===== src/rtl/cfg_loader.sv =====
module cfg_loader #(
  parameter int SIZE_W       = 24,
  parameter int PROG_LOW_CYC = 20,
  parameter int INIT_LIMIT   = 10_000_000,
  parameter int DONE_LIMIT   = 100_000_000,
  parameter bit HAS_ENABLE   = 1'b1
) (
  input  logic              clk,
  input  logic              rst_n,
  input  logic              start_i,
  input  logic              present_i,
  input  logic [SIZE_W-1:0] size_i,
  output logic              busy_o,
  output logic              done_o,
  output logic [1:0]        result_o,
  output logic              en_o,
  output logic              prog_n_o,
  output logic              init_hold_o,
  input  logic              init_i,
  input  logic              cfg_done_i,
  input  logic              s_valid_i,
  input  logic [7:0]        s_data_i,
  output logic              s_ready_o,
  output logic              wr_o,
  output logic [7:0]        wr_data_o
);
  localparam int MAX_A = (INIT_LIMIT > DONE_LIMIT) ? INIT_LIMIT : DONE_LIMIT;
  localparam int MAX_L = (MAX_A > PROG_LOW_CYC) ? MAX_A : PROG_LOW_CYC;
  localparam int TW    = $clog2(MAX_L + 1);

  typedef enum logic [2:0] {
    S_IDLE, S_REL, S_PROG, S_WINIT, S_DATA, S_WDONE, S_FIN
  } st_t;

  st_t             st;
  logic [TW-1:0]   tmr;
  logic [SIZE_W-1:0] left;
  logic [1:0]      res;
  logic            hold;
  logic [1:0]      init_q, done_q;

  wire init_s = init_q[1];
  wire done_s = done_q[1];
  wire accept = s_valid_i && (st == S_DATA);

  always_ff @(posedge clk or negedge rst_n) begin
    if (!rst_n) begin
      st     <= S_IDLE;
      tmr    <= '0;
      left   <= '0;
      res    <= 2'd0;
      hold   <= 1'b1;
      init_q <= 2'b00;
      done_q <= 2'b00;
    end else begin
      init_q <= {init_q[0], init_i};
      done_q <= {done_q[0], cfg_done_i};
      case (st)
        S_IDLE: begin
          tmr <= '0;
          if (start_i) begin
            if (present_i) begin
              st   <= S_REL;
              left <= size_i;
              hold <= 1'b0;
            end else begin
              res <= 2'd1;
              st  <= S_FIN;
            end
          end
        end
        S_REL: begin
          st  <= S_PROG;
          tmr <= '0;
        end
        S_PROG: begin
          if (tmr == TW'(PROG_LOW_CYC - 1)) begin
            st  <= S_WINIT;
            tmr <= '0;
          end else tmr <= tmr + 1'b1;
        end
        S_WINIT: begin
          if (init_s) begin
            st  <= (left == '0) ? S_WDONE : S_DATA;
            tmr <= '0;
          end else if (tmr == TW'(INIT_LIMIT - 1)) begin
            res <= 2'd2;
            st  <= S_FIN;
          end else tmr <= tmr + 1'b1;
        end
        S_DATA: begin
          if (accept) begin
            left <= left - 1'b1;
            if (left == SIZE_W'(1)) begin
              st  <= S_WDONE;
              tmr <= '0;
            end
          end
        end
        S_WDONE: begin
          if (done_s) begin
            res <= 2'd0;
            st  <= S_FIN;
          end else if (tmr == TW'(DONE_LIMIT - 1)) begin
            res <= 2'd3;
            st  <= S_FIN;
          end else tmr <= tmr + 1'b1;
        end
        default: st <= S_IDLE;
      endcase
    end
  end

  assign busy_o      = (st != S_IDLE);
  assign done_o      = (st == S_FIN);
  assign result_o    = res;
  assign en_o        = HAS_ENABLE && (st inside {S_REL, S_PROG, S_WINIT, S_DATA, S_WDONE});
  assign prog_n_o    = (st != S_PROG);
  assign init_hold_o = hold;
  assign s_ready_o   = (st == S_DATA);
  assign wr_o        = accept;
  assign wr_data_o   = s_data_i;
endmodule



===== config.mk =====
export PLATFORM = sky130hd
export DESIGN_NAME = cfg_loader
export DESIGN_NICKNAME = d
export VERILOG_FILES = /design/src/rtl/cfg_loader.sv
export SDC_FILE = /design/constraint.sdc
export NUM_CORES = 1
export LEC_CHECK = 0
export BUFFER_PORTS_ARGS = -buffer_cell sky130_fd_sc_hd__buf_2
export CAP_MARGIN = 10
export CORE_AREA = 2 2 96 98
export DETAILED_ROUTE_END_ITERATION = 6
export DIE_AREA = 0 0 98 100
export PLACE_DENSITY = 0.76
export SLEW_MARGIN = 5
export SYNTH_ARGS = -nofsm -noshare
export SYNTH_HDL_FRONTEND = slang
export SYNTH_SLANG_ARGS = --single-unit

===== constraint.sdc =====
create_clock -name clk -period 2.42 [get_ports clk]
set_clock_uncertainty 0.2 [all_clocks]
set_input_delay 0.121 -clock clk [delete_from_list [all_inputs] [get_ports clk]]
set_output_delay 0.121 -clock clk [all_outputs]
set_load 0.05 [all_outputs]

### Yosys cells after proc, flatten, opt, wreduce, memory -nomap -nowiden

Cells that the tools add are included.

* RAM bits: 0
* output and inout port bits: 17
* bits in latches: 0
* word-level logic and storage cells: 77
* memories kept: 0
* flip-flop bits (word level): 61
* memory bits (read-only): 0
* bits of input ports: 39

* shift-type cells: 0
* multiply operators: 0
* div/mod/pow operators: 0
* $add $sub $neg: 2
* reductions and logical operators: 14
* order comparisons: 0
* equal/unequal tests: 24
* muxes and demuxes: 30
* bitwise logic cells: 0

Operator list (number)
* $mux 27: 7
* $pmux 27 s5: 1
* $mux 24: 3
* $pmux 24 s2: 1
* $add 27x1->27 const B: 1
* $eq 27x24->1 const B: 1
* $eq 27x27->1 const B: 1
* $eq 27x5->1 const B: 1
* $mux 3: 9
* $eq 24x1->1 const B: 1
* $logic_not 24->1: 1
* $sub 24x1->24 const B: 1
* $pmux 3 s6: 1
* $reduce_and 6->1: 3
* $ne 2x2->1 const B: 8
* $mux 2: 6
* $reduce_bool 5->1: 2
* $eq 3x3->1 const B: 3
* $ne 3x3->1 const B: 3
* $eq 3x2->1 const B: 2
* $pmux 2 s3: 1
* $reduce_bool 3->1: 2
* $ne 2x1->1 const B: 2
* $reduce_and 4->1: 1
* other kinds (8): 8

### Logic depth before layout (Yosys ltp)

* depth in word-level cells: 4
* mapped depth: 11
* depth with buffers taken out: 8

### Worst setup path before layout

Ideal clock, no wire load.

* path type: reg2reg
* start: register left[0]
* end: register left[22]
* arrival time: 2267 ps
* period minus slack after synthesis: 2550 ps
* required time: 2137 ps
* setup slack: -130 ps
* stages on the path, launching flop included: 10
* path buffers: 1
* library setup time: 83 ps
* cells stage by stage: dfrtp_1 inv_1 ha_1 or3b_2 or3_2 clkbuf_1 nor3_1 and3_1 a21oi_1 o21ai_0

* longest elaborated chain between the ends: 3

Ends and longest elaborated chain
* start, declared: line 37 `logic [SIZE_W-1:0] left;`
* start signal, assigned: line 64 `left <= size_i;`
* start signal, assigned: line 93 `left <= left - 1'b1;`
* $sub 24x1->24: line 93
* $mux 24: line 92 `if (accept) begin`
* $pmux 24 s2: line 58 `case (st)`

Every way passes these cells. The select of a mux whose other input is x is not followed.
A chain may end at the register's enable or synchronous reset.

### Worst setup path after layout

* start: register tmr[0]
* end: register st[2]

* longest elaborated chain between the ends: 3
* elaborated cells on any way between the ends: 7
* those cells by class: 6 x eq/ne; 1 x reduce/logical

Ends and longest elaborated chain
* start, declared: line 36 `logic [TW-1:0] tmr;`
* start signal, assigned: line 80 `end else tmr <= tmr + 1'b1;`
* start signal, assigned: line 89 `end else tmr <= tmr + 1'b1;`
* start signal, assigned: line 107 `end else tmr <= tmr + 1'b1;`
* $eq 27x27->1 (tied with other cells): line 104 `end else if (tmr == TW'(DONE_LIMIT - 1)) begin`
* $ne 3x3->1 (no line) / $ne 2x2->1 (equally long branches)
* $reduce_and 6->1 (no line) (*)
* end signal, assigned: line 84 `st <= (left == '0) ? S_WDONE : S_DATA;`
* end, declared: line 35 `st_t st;`

Every way passes the cells marked *; elsewhere a longest branch is shown, timed or not.

==> summary.md <==
| Metric | Value |
|---|---|
| Status | finished with violations |
| Failing checks | negative setup slack |
| Chip width | 98 um |
| Commonest cells in the netlist | dfrtp_1 (60), nand2_1 (46), o21ai_0 (43), nor2_1 (41), a21oi_1 (39) |
| Number of diodes | 0 |
| IO Count | 56 |
| Clock sink count | 61 |
| Max-Cap Viols | 0 |
| Routed length per instance | 18.5 um |
| Largest net degree at the start of global routing | 62 |
| Fin. max-slew vios | 0 |
| Sequential area share after synthesis | 38.7% |
| CTS tree | built |
| PD cells | 1040 nW/um2 |
| Synth top area share | 38.1% |
| Syn_area_per_cell | 8.36 um2 |
| RSZ-0062 raised after global routing | yes |
| Leakage | 0.00256 uW |
| Number of nets with antenna violations after routing | 0 |
| Critical path startpoint category | register |
| Endpoints failing hold | 0 |
| Mapped Nets | 515 |
| Tot GR Track Use | 26.1% |
| Worst-skew pair later-pin latency | 360 ps |
| Final Wtd Congestion | 0.945 |
| Mapped Area | 3940 um2 |
| Worst EP required | 2500 ps |
| Initial antenna violation count | 0 |
| Core area | 8890 um2 |
| Number of synthesized register bits | 61 |
| YS warnings | 0 |
| Layout Area Growth over Synthesis | 49.7% |
| First-pass GRT wire length | 20700 um |
| Post-synth EDFFs | 0 |
| Detailed Route WL | 13400 um |
| Filler cells | 633 |
| Cell count after synthesis | 472 |
| Area of the multi-input gates | 2630 um2 |
| Rel. slew slack | 69.5% |
| Layout Utilization | 66.4% |
| FP Rows | 35 |
| First DRT Iteration DRCs | 300 |
| Vias | 4512 |
| TritonCTS buffer count | 9 |
| DIE AREA | 9800 um2 |
| Die H | 100 um |
| Most frequent cell after synthesis | dfrtp_1 |
| Final min period | 2630 ps |
| Post-route setup slack | -208 ps |
| Vias in the first global route | 4367 |
| Initial Util | 44.4% |
| Crit. End Element | register |
| # nets final | 655 |
| Hold crit path type | input port to primary output |
| Residual DRC | 0 |
| Drt via density | 6.21 |
| Root Buffer | clkbuf_8 |
| Total grt overflow | 0 |
| Pwr Total | 6140 uW |
| Fmax | 0.380 GHz |
| Ys flop type | dfrtp_1 |
| Cell taking the most area after synthesis | dfrtp_1 |
| Tightest Pin Transition | 453 ps |
| Worst VDD drop | 0.000593 V |
| Share of cells above drive strength 1 | 37.2% |
| Final Cycle Share | 109% |
| Crit Path Category | register to register |
| Port Buf Inserts | 39 |
| Async set or reset register ratio after synthesis | 100% |
| Hpwl dp | 7920 um |
| Final setup fails | 30 |
| H-tree levels | 3 |
| FF/Latch Area | 1530 um2 |
| Drt first pass iters | 5 |
| Clock Path Buffers | 2 |
| Worst EP arrival | 2710 ps |
| Cell variety after synth | 59 |
| Synth area leaders | dfrtp_1 (38%), o21ai_0 (5.5%), a21oi_1 (4.9%) |
| Critical Path Fanout Max | 4 |
| R2R setup slack | -210 ps |
| Worst-path clk slew | 70 ps |
## per-stage QoR
stage / setup slack [ps] / cell area (um2) / setup TNS [ps] / hold slack, ps / std cells
floorplan: 9.30 / 3990 / 0 / -375 / 472
global placement: -83.2 / 4810 / -971 / -39.5 / 670
detailed placement: -208 / 4810 / -2310 / -42.1 / 670
CTS: -119 / 5540 / -1530 / 42.3 / 720
global route: -320 / 5900 / -6620 / 42.3 / 727
finish: -208 / 5900 / -3340 / 42.1 / 727
## critical path: stages (launching register included)
cell	delay [ps]
dfrtp_1	350
ha_2	190
nor2b_1	180
nand4_1	250
o311ai_4	400
or3b_4	470
or4_4	430
o211ai_2	80
## path summary, 6_finish.rpt
path / startpoint / cells past startpoint / endpoint
worst min-delay path: s_data_i[3] / 0 / wr_data_o[3]
worst max-delay path: tmr[0] / 7 / st[2]
max in group asynchronous: rst_n / 3 / init_hold_o
worst min register to register: done_q[0] / 0 / done_q[1]
worst max register to register: tmr[0] / 7 / st[2]
min in group asynchronous: rst_n / 3 / tmr[5]
## flip-flops by register name (all words and copies together) (netlist names)
register and flops:
init_hold_o 1, st 3, init_q 2, tmr 27, done_q 2, result_o 2
left 24
## power breakdown
part           internal [uW]  leakage, uW  switching (uW)
logic                   1550      0.00169            2100
clock network            522     0.000101             433
registers               1280     0.000775             245
total                   3350      0.00256            2780
## layer usage
| metal | GRT usage (%) | wire, um | up-vias |
|---|---|---|---|
| met1 | 31.2 | 5040 | 2157 |
| met2 | 45.7 | 6910 | 241 |
| li1 | - | - | 2057 |
| met4 | 11.2 | 558 | 0 |
| met3 | 5.43 | 917 | 57 |
| met5 | 0 | 0 | - |
## layout make-up
cell class | instances | share of cell area (%)
clock buffers | 11 | 2.56
flip-flops and latches | 61 | 25.9
multi-input cells | 362 | 44.6
clock inverters | 4 | 0.805
repair buffers | 168 | 23.1
inverters | 10 | 0.636
well taps | 111 | 2.35
## cell families after synthesis
| logic type | Yosys count | synth area share, % |
|---|---|---|
| compound gates | 165 | 27.8 |
| fa+ha+maj | 4 | 1.27 |
| buf+inv | 49 | 6.25 |
| flops | 61 | 38.7 |
| mux | 2 | 0.539 |
| simple gates | 191 | 25.4 |
## timing repair
item / in CTS / in global routing
endpoints found under the setup margin: 34 / 38
endpoints found under the hold margin: 90 / 0
cloned: 2 / 0
pin swaps: 5 / 12
gates resized for setup: 32 / 65
hold buffers: 30 / 0
buffers inserted: 3 / 7
## placed cells by master (no fill, tap or decap), drive strengths merged, types with 9 or more instances in the layout
| master | instances |
|---|---|
| a21oi | 39 |
| a22o | 11 |
| buf | 137 |
| clkbuf | 11 |
| dfrtp | 60 |
| dlygate4sd3 | 30 |
| inv | 10 |
| nand2 | 46 |
| nand3 | 20 |
| nand4 | 9 |
| nor2 | 41 |
| nor3 | 18 |
| nor4 | 13 |
| o21ai | 44 |
| o31ai | 19 |
| o41ai | 10 |
Power figures use the tool's default switching activity.
